### src/rtl/rxdma_pkg.sv
package rxdma_pkg;

  // Status word field positions; software decodes these.
  localparam int OWN_BIT   = 0;
  localparam int LAST_BIT  = 1;
  localparam int SOF_BIT   = 14;
  localparam int EOF_BIT   = 15;
  localparam int TYPE_BIT  = 22;
  localparam int HIT1_BIT  = 26;
  localparam int BCAST_BIT = 31;
  localparam int LEN_W     = 12;

  typedef enum logic [2:0] {
    ST_IDLE,
    ST_FETCH,
    ST_RECV,
    ST_WDATA,
    ST_WSTAT,
    ST_WOWN,
    ST_DROP
  } rx_state_e;

  typedef struct packed {
    logic       bcast;
    logic [3:0] hit;
    logic       type_hit;
  } rx_flags_t;

  function automatic logic [31:0] make_status(input logic first, input logic last,
                                              input logic [LEN_W-1:0] len,
                                              input rx_flags_t f);
    logic [31:0] s;
    s = '0;
    s[SOF_BIT] = first;
    if (last) begin
      s[EOF_BIT]       = 1'b1;
      s[LEN_W-1:0]     = len;
      s[BCAST_BIT]     = f.bcast;
      s[TYPE_BIT]      = f.type_hit;
      for (int i = 0; i < 4; i++) s[HIT1_BIT-i] = f.hit[i];
    end
    return s;
  endfunction

endpackage

### src/rtl/rxdma_lane_packer.sv
module rxdma_lane_packer #(
  parameter int LANES = 4
) (
  input  logic                     clk,
  input  logic                     rst_n,
  input  logic                     push,
  input  logic [$clog2(LANES)-1:0] lane,
  input  logic [7:0]               din,
  output logic [8*LANES-1:0]       word
);
  localparam int LW = $clog2(LANES);

  // Writing lane 0 starts a fresh word, so unused upper lanes read as zero.
  for (genvar g = 0; g < LANES; g++) begin : g_lane
    logic [7:0] q;
    always_ff @(posedge clk or negedge rst_n) begin
      if (!rst_n) begin
        q <= '0;
      end else if (push) begin
        if (lane == LW'(g)) q <= din;
        else if (lane == '0) q <= '0;
      end
    end
    assign word[8*g +: 8] = q;
  end

endmodule

### src/rtl/rxdma_desc_ptr.sv
module rxdma_desc_ptr #(
  parameter int DESC_BYTES = 8
) (
  input  logic        clk,
  input  logic        rst_n,
  input  logic        rx_en,
  input  logic [31:0] base,
  input  logic        advance,
  input  logic        to_base,
  output logic [31:0] ptr
);
  localparam int AL = $clog2(DESC_BYTES);

  logic [31:0] base_al;
  assign base_al = {base[31:AL], AL'(0)};

  always_ff @(posedge clk or negedge rst_n) begin
    if (!rst_n)       ptr <= '0;
    else if (!rx_en)  ptr <= base_al;
    else if (advance) ptr <= to_base ? base_al : ptr + 32'(DESC_BYTES);
  end

endmodule

### src/rtl/rxdma_ring_ctrl.sv
module rxdma_ring_ctrl
  import rxdma_pkg::*;
#(
  parameter int BUF_BYTES = 128
) (
  input  logic        clk,
  input  logic        rst_n,
  input  logic        rx_en,
  input  logic        s_valid,
  input  logic        s_sof,
  input  logic        s_eof,
  input  rx_flags_t   s_flags,
  output logic        s_ready,
  output logic        pk_push,
  output logic [1:0]  pk_lane,
  input  logic [31:0] pk_word,
  input  logic [31:0] ptr,
  output logic        ptr_adv,
  output logic        ptr_to_base,
  output logic        mem_req,
  output logic        mem_we,
  output logic [31:0] mem_addr,
  output logic [31:0] mem_wdata,
  input  logic        mem_ack,
  input  logic [31:0] mem_rdata,
  output logic        bna_pulse,
  output logic        done_pulse
);
  localparam int OFF_W = $clog2(BUF_BYTES);

  rx_state_e        st;
  logic [29:0]      buf_w;
  logic [31:0]      desc_w;
  logic             last_desc;
  logic             first_buf;
  logic             frame_end;
  logic [OFF_W-1:0] boff;
  logic [LEN_W-1:0] flen;
  rx_flags_t        flg;
  logic [31:0]      wr_addr;
  logic             take;
  logic             req_raw;

  assign s_ready = rx_en && ((st == ST_RECV) || (st == ST_DROP) ||
                             ((st == ST_IDLE) && !s_sof));
  assign take    = s_valid && s_ready;
  assign pk_push = take && (st == ST_RECV);
  assign pk_lane = boff[1:0];

  always_comb begin
    req_raw   = 1'b0;
    mem_we    = 1'b0;
    mem_addr  = ptr;
    mem_wdata = '0;
    case (st)
      ST_FETCH: req_raw = 1'b1;
      ST_WDATA: begin
        req_raw   = 1'b1;
        mem_we    = 1'b1;
        mem_addr  = wr_addr;
        mem_wdata = pk_word;
      end
      ST_WSTAT: begin
        req_raw   = 1'b1;
        mem_we    = 1'b1;
        mem_addr  = ptr + 32'd4;
        mem_wdata = make_status(first_buf, frame_end, flen, frame_end ? flg : '0);
      end
      ST_WOWN: begin
        req_raw   = 1'b1;
        mem_we    = 1'b1;
        mem_wdata = desc_w | 32'(1 << OWN_BIT);
      end
      default: ;
    endcase
  end

  assign mem_req     = rx_en && req_raw;
  assign ptr_adv     = rx_en && (st == ST_WOWN) && mem_ack;
  assign ptr_to_base = last_desc;

  always_ff @(posedge clk or negedge rst_n) begin
    if (!rst_n) begin
      st         <= ST_IDLE;
      buf_w      <= '0;
      desc_w     <= '0;
      last_desc  <= 1'b0;
      first_buf  <= 1'b0;
      frame_end  <= 1'b0;
      boff       <= '0;
      flen       <= '0;
      flg        <= '0;
      wr_addr    <= '0;
      bna_pulse  <= 1'b0;
      done_pulse <= 1'b0;
    end else if (!rx_en) begin
      st         <= ST_IDLE;
      bna_pulse  <= 1'b0;
      done_pulse <= 1'b0;
    end else begin
      bna_pulse  <= 1'b0;
      done_pulse <= 1'b0;
      case (st)
        ST_IDLE: if (s_valid && s_sof) begin
          st        <= ST_FETCH;
          first_buf <= 1'b1;
          frame_end <= 1'b0;
          flen      <= '0;
          flg       <= '0;
        end
        ST_FETCH: if (mem_ack) begin
          if (mem_rdata[OWN_BIT]) begin
            bna_pulse <= 1'b1;
            st        <= ST_DROP;
          end else begin
            desc_w    <= mem_rdata;
            buf_w     <= mem_rdata[31:2];
            last_desc <= mem_rdata[LAST_BIT];
            boff      <= '0;
            st        <= ST_RECV;
          end
        end
        ST_RECV: if (take) begin
          boff    <= boff + 1'b1;
          flen    <= flen + 1'b1;
          wr_addr <= {buf_w, 2'b00} + 32'({boff[OFF_W-1:2], 2'b00});
          if (s_eof) begin
            frame_end <= 1'b1;
            flg       <= s_flags;
          end
          if ((boff[1:0] == 2'b11) || s_eof) st <= ST_WDATA;
        end
        ST_WDATA: if (mem_ack) begin
          // boff wrapped to zero means the buffer just filled up.
          st <= (frame_end || (boff == '0)) ? ST_WSTAT : ST_RECV;
        end
        ST_WSTAT: if (mem_ack) st <= ST_WOWN;
        ST_WOWN: if (mem_ack) begin
          first_buf <= 1'b0;
          if (frame_end) begin
            done_pulse <= 1'b1;
            st         <= ST_IDLE;
          end else begin
            st <= ST_FETCH;
          end
        end
        ST_DROP: if (take && s_eof) st <= ST_IDLE;
        default: st <= ST_IDLE;
      endcase
    end
  end

endmodule

### src/rtl/rx_ring_writer.sv
module rx_ring_writer
  import rxdma_pkg::*;
#(
  parameter int BUF_BYTES  = 128,
  parameter int DESC_BYTES = 8
) (
  input  logic        clk,
  input  logic        rst_n,
  input  logic        rx_en,
  input  logic [31:0] ring_base,
  input  logic        s_valid,
  output logic        s_ready,
  input  logic [7:0]  s_data,
  input  logic        s_sof,
  input  logic        s_eof,
  input  logic        s_bcast,
  input  logic [3:0]  s_addr_hit,
  input  logic        s_type_hit,
  output logic        mem_req,
  output logic        mem_we,
  output logic [31:0] mem_addr,
  output logic [31:0] mem_wdata,
  input  logic        mem_ack,
  input  logic [31:0] mem_rdata,
  output logic        bna_pulse,
  output logic        done_pulse
);
  localparam int WORD_LANES = 4;

  rx_flags_t   flags;
  logic        pk_push;
  logic [1:0]  pk_lane;
  logic [31:0] pk_word;
  logic [31:0] ptr;
  logic        ptr_adv;
  logic        ptr_to_base;

  assign flags = '{bcast: s_bcast, hit: s_addr_hit, type_hit: s_type_hit};

  rxdma_lane_packer #(.LANES(WORD_LANES)) u_pack (
    .clk  (clk),
    .rst_n(rst_n),
    .push (pk_push),
    .lane (pk_lane),
    .din  (s_data),
    .word (pk_word)
  );

  rxdma_desc_ptr #(.DESC_BYTES(DESC_BYTES)) u_ptr (
    .clk    (clk),
    .rst_n  (rst_n),
    .rx_en  (rx_en),
    .base   (ring_base),
    .advance(ptr_adv),
    .to_base(ptr_to_base),
    .ptr    (ptr)
  );

  rxdma_ring_ctrl #(.BUF_BYTES(BUF_BYTES)) u_ctrl (
    .clk        (clk),
    .rst_n      (rst_n),
    .rx_en      (rx_en),
    .s_valid    (s_valid),
    .s_sof      (s_sof),
    .s_eof      (s_eof),
    .s_flags    (flags),
    .s_ready    (s_ready),
    .pk_push    (pk_push),
    .pk_lane    (pk_lane),
    .pk_word    (pk_word),
    .ptr        (ptr),
    .ptr_adv    (ptr_adv),
    .ptr_to_base(ptr_to_base),
    .mem_req    (mem_req),
    .mem_we     (mem_we),
    .mem_addr   (mem_addr),
    .mem_wdata  (mem_wdata),
    .mem_ack    (mem_ack),
    .mem_rdata  (mem_rdata),
    .bna_pulse  (bna_pulse),
    .done_pulse (done_pulse)
  );

endmodule

### config.mk
export PLATFORM = sky130hd
export DESIGN_NAME = rx_ring_writer
export DESIGN_NICKNAME = d
export VERILOG_FILES = /design/src/rtl/rxdma_pkg.sv /design/src/rtl/rxdma_lane_packer.sv /design/src/rtl/rxdma_desc_ptr.sv /design/src/rtl/rxdma_ring_ctrl.sv /design/src/rtl/rx_ring_writer.sv
export SDC_FILE = /design/constraint.sdc
export NUM_CORES = 1
export LEC_CHECK = 0
export BUFFER_PORTS_ARGS = -buffer_cell sky130_fd_sc_hd__buf_2
export CORE_UTILIZATION = 60
export CTS_CLUSTER_SIZE = 28
export DETAILED_ROUTE_END_ITERATION = 8
export PLACE_DENSITY = 0.84
export REMOVE_ABC_BUFFERS = 1
export SYNTH_ARGS = -nofsm -noshare
export SYNTH_HDL_FRONTEND = slang
export SYNTH_HIERARCHICAL = 1
export SYNTH_SLANG_ARGS = --single-unit
### constraint.sdc
create_clock -name clk -period 5.2 [get_ports clk]
set_clock_uncertainty 0.1 [all_clocks]
set_input_delay 1.04 -clock clk [delete_from_list [all_inputs] [get_ports clk]]
set_output_delay 1.04 -clock clk [all_outputs]
set_load 0.02 [all_outputs]
==> tab_implementation.tex <==
\begin{tabular}{lr}
\hline
Metric & Value \\
\hline
\multicolumn{2}{l}{\textbf{Floorplan}} \\
Total Die Area & $\sim$16000 um2 \\
Initial core utilization & approximately three fifths \\
Die X & 126.2 um \\
Row count & 45 \\
Ports placed on the boundary & roughly 150 \\
Placeable core region & around 15000 um2 \\
Overall die height & $\sim$130 um \\
\multicolumn{2}{l}{\textbf{Timing}} \\
Slew margin rel. & between 30\% and 40\% \\
Unrepaired setup endpoints after global routing & no \\
Total negative slack & 0 ps \\
Final setup violation count & 0 \\
Maximum achievable frequency & around 230 MHz \\
Max Slew Vio Count & 0 \\
Post-route clock period utilization & between 80\% and 90\% \\
Final Hold Vio Count & 0 \\
Min Tclk post-route & $\sim$4300 ps \\
Slew of the pin with the lowest slew margin & 1015 ps \\
\multicolumn{2}{l}{\textbf{Power and ir drop}} \\
Total leakage power & between 0.004 and 0.005 uW \\
Sequential fraction of design power & between 40\% and 50\% \\
Part of the total power dissipated in combinational logic & between 20\% and 30\% \\
Switch Pwr & around 1900 uW \\
Proportion of total power due to net switching & 38.84\% \\
Internal cell power & slightly below 3000 uW \\
Clock Power Share & between 20\% and 30\% \\
Power Dens Cells & roughly 450 nW/um2 \\
Maximum vdd ir drop & 0.0002959 V \\
\multicolumn{2}{l}{\textbf{GRT}} \\
Total congestion overflow & 0 \\
Aggregate global-route resource usage & between 30\% and 40\% \\
First-pass GRT wire length & $\sim$41000 um \\
Number of global-route vias before repair & roughly 8k \\
Pin count of the biggest net entering global routing & 67 \\
Number of antenna violations at the first check in global routing & 0 \\
\multicolumn{2}{l}{\textbf{Finish}} \\
Most common library cell in the layout ignoring fill and taps & sky130\_fd\_sc\_hd\_\_dfrtp\_1 \\
Share of cells above drive strength 1 & a little over a fifth \\
Most frequent cells in the layout & 154 x sky130\_fd\_sc\_hd\_\_dfrtp\_1, 147 x sky130\_fd\_sc\_hd\_\_buf\_2, 129 x sky130\_fd\_sc\_hd\_\_nand2\_1 \\
Diode insertion count for antenna repair & 0 \\
Area growth syn-to-layout & 15.15\% \\
Share of the core filled with cells in the final layout & roughly 70\% \\
Post-route cell area & around 11000 um2 \\
Final \#Nets & 1242 \\
\multicolumn{2}{l}{\textbf{Worst setup path}} \\
WP data required & between 4000 and 5000 ps \\
Beginning of the worst register-to-register path & u\_ctrl/st[1] \\
Kind of end point of the critical path & output pin \\
FF-to-FF End & u\_pack/g\_lane[1].q[0] \\
Highest net fanout along the worst path & 18 \\
Cell depth of the worst flop-to-flop path & 7 \\
Critical Setup Path Class & reg2out \\
Setup slack of the most critical reg-to-reg path & about 2100 ps \\
Startpoint types & flop \\
Crit path arrival time & 3140 ps \\
\multicolumn{2}{l}{\textbf{Drt}} \\
Violation count after the first detailed-route iteration & 1136 \\
Sum of routed wire length over all layers & 25780 um \\
Total DRC errors in the routed layout & 0 \\
Count of nets left with antenna violations after detail routing & 0 \\
Total via count in the routed design & $\sim$9k \\
Ratio of routed vias to standard cells & around 6.6 \\
Routed len/inst & 19.20 um \\
Number of iterations in the first detailed-routing pass & 7 \\
\multicolumn{2}{l}{\textbf{Synthesis}} \\
Main combinational cell family by area after synthesis & simple AND/OR/NAND/NOR gates \\
Simple-gate share of the synthesized area & $\sim$21\% \\
Instance count of the mapped netlist & 1025 \\
Most used DFF post-synth & sky130\_fd\_sc\_hd\_\_dfrtp\_1 \\
Number of synthesis warnings & 6 \\
Average instance area after synthesis & between 9 and 10 um2 \\
Post-synthesis async set-or-reset flop share & 100.0\% \\
Number of enable flip-flop cells after synthesis & 0 \\
Register bit total from synthesis & between 150 and 200 \\
XOR/XNOR share of the synthesized area & 2.745\% \\
Post-synthesis adder-cell area fraction & 2.110\% \\
Compound-cell area share of the yosys netlist & a little over a fifth \\
Register area share after synthesis & between 40\% and 50\% \\
Post-synthesis cell area & $\sim$9300 um2 \\
Fraction of synthesized area in multiplexers & under 10\% \\
Synth cell types & between 70 and 80 \\
\multicolumn{2}{l}{\textbf{Place}} \\
\# port buffers & 148 \\
Instance area after placement & 10040 um2 \\
Final Wtd Congestion & 0.9574 \\
Detailed placement HPWL & roughly 18000 um \\
\multicolumn{2}{l}{\textbf{Min path}} \\
Start point of the worst hold path & u\_ctrl/wr\_addr[24] \\
Worst min-delay path class & reg2reg \\
Min-Delay Path Depth & 2 \\
Worst hold path endpoint & u\_ctrl/wr\_addr[24] \\
\multicolumn{2}{l}{\textbf{CTS}} \\
Clk\_lat worst skew & around 430 ps \\
Maximum root-to-sink buffer count & 2 \\
Num Clock Sinks & 154 \\
\# resized after CTS & 0 \\
H-tree levels & 4 \\
Number of CTS-inserted buffers & 17 \\
Clock root buffer master & sky130\_fd\_sc\_hd\_\_clkbuf\_16 \\
Cts hold-fix bufs & 0 \\
Clk pin slew, worst setup/hold paths & 60 ps \\
CTS tree & done \\
\# Post-CTS Setup Buffers & 0 \\
\multicolumn{2}{l}{\textbf{Flow run}} \\
Max-cap viol count & 0 \\
\multicolumn{2}{l}{\textbf{Run status}} \\
Run status & finished clean \\
\hline
\end{tabular}
[sequential cells by signal, indices dropped and copies added (netlist names)]
register	cells
u_pack/g_lane.q	32
u_ctrl/flen	12
u_ctrl/frame_end	1
u_ctrl/boff	7
u_ptr/ptr	29
u_ctrl/first_buf	1
u_ctrl/flg	6
u_ctrl/st	3
u_ctrl/done_pulse	1
u_ctrl/desc_w	2
u_ctrl/bna_pulse	1
u_ctrl/wr_addr	30
u_ctrl/buf_w	29
[synthesized netlist by cell type (6+ instances only)]
master                     instances  area share, %
sky130_fd_sc_hd__ha_1             14            1.9
sky130_fd_sc_hd__nand2b_1         11           0.74
sky130_fd_sc_hd__nand4_1          30            2.0
sky130_fd_sc_hd__a221o_1           9           0.97
sky130_fd_sc_hd__nand3b_1          7           0.57
sky130_fd_sc_hd__o31ai_1           7           0.57
sky130_fd_sc_hd__o211ai_1         21            1.7
sky130_fd_sc_hd__xor2_1            8           0.76
sky130_fd_sc_hd__a22o_1           35            3.3
sky130_fd_sc_hd__nor4_1            8           0.54
sky130_fd_sc_hd__or3_1            10           0.68
sky130_fd_sc_hd__o21ai_0          62            3.4
sky130_fd_sc_hd__a21o_1            8           0.65
sky130_fd_sc_hd__a22oi_1           8           0.65
sky130_fd_sc_hd__nor3_1           17           0.92
sky130_fd_sc_hd__inv_1            48            1.9
sky130_fd_sc_hd__clkbuf_1         47            1.9
sky130_fd_sc_hd__mux2_2           33            4.0
sky130_fd_sc_hd__a31oi_1          16            1.1
sky130_fd_sc_hd__buf_6             6           0.73
sky130_fd_sc_hd__o311ai_0         10           0.95
sky130_fd_sc_hd__xnor2_1          21            2.0
sky130_fd_sc_hd__mux2i_1          17            1.8
sky130_fd_sc_hd__and3_1           15            1.0
sky130_fd_sc_hd__nand3_1          56            3.0
sky130_fd_sc_hd__or4_1            10           0.81
sky130_fd_sc_hd__a21oi_1          38            2.1
sky130_fd_sc_hd__nand2_1         129            5.2
sky130_fd_sc_hd__a222oi_1         17            1.8
sky130_fd_sc_hd__o22ai_1          10           0.68
sky130_fd_sc_hd__nor2_1           56            2.3
sky130_fd_sc_hd__and2_1            8           0.54
sky130_fd_sc_hd__dfrtp_1         154             42
[how the worst max path moves through the flow]
stage,startpoint,to,cells past startpoint
finish,u_ctrl/st[2],mem_wdata[4],6
detailed placement,u_ctrl/st[1],mem_wdata[4],7
floorplan,rx_en,u_ctrl/buf_w[0],3
global route,u_ctrl/st[0],mem_addr[6],5
global placement,u_ctrl/st[1],mem_wdata[4],7
CTS,u_ctrl/st[1],mem_wdata[4],7
[stage by stage]
step	power (uW)	cells	setup slack [ps]	hold WS [ps]
finish	4813	1343	922.8	380.7
global route	5087	1343	744.5	395.3
detailed placement	3495	1311	1467	369.8
floorplan	2958	962	-82.40	346.2
CTS	4794	1343	995.6	385.0
global placement	3439	1311	1476	362.1
[worst max-delay path: stages (launching register included)]
cell and delay [ps]:
sky130_fd_sc_hd__dfrtp_1 580, sky130_fd_sc_hd__nand2b_1 220, sky130_fd_sc_hd__nor2_1 650, sky130_fd_sc_hd__and2_1 730, sky130_fd_sc_hd__a222oi_1 250, sky130_fd_sc_hd__inv_1 100, sky130_fd_sc_hd__buf_2 160
[final cells by class]
class / count / area (um2)
Timing Repair Buffer: 161 / 844.6
Tap cell: 188 / 235.2
Fill cell: 1166 / 4492
Multi-Input combinational cell: 759 / 4927
Clock inverter: 13 / 156.4
Inverter: 49 / 183.9
Clock buffer: 19 / 452.9
Sequential cell: 154 / 3854
[power groups by stage]
stage / combinational (uW) / clock, uW / sequential, uW
3_5_place_dp: 1330 / 0 / 2160
5_1_grt: 1510 / 1350 / 2240
6_report: 1370 / 1270 / 2170
4_1_cts: 1350 / 1290 / 2150
2_1_floorplan: 985 / 0 / 1970
3_3_place_gp: 1290 / 0 / 2150
[routing by layer]
metal  vias up  GRT usage [%]  wire length, um
met2       544          52.91            11980
met4         0          15.73              925
met5         -              0                0
met1      4206          44.15            10590
li1       4033              -                -
met3        77          7.009             2283
[logic make-up (layout without fill, tap and decap cells)]
group | count (synthesis) | after routing
xor+xnor | 29 | 29
simple gates | 386 | 386
other cells | 1 | 3
compound gates | 276 | 276
flops | 154 | 154
buf+inv | 114 | 242
mux | 50 | 50
fa+ha+maj | 15 | 15
Note: power is estimated with default switching activity, not from simulation.
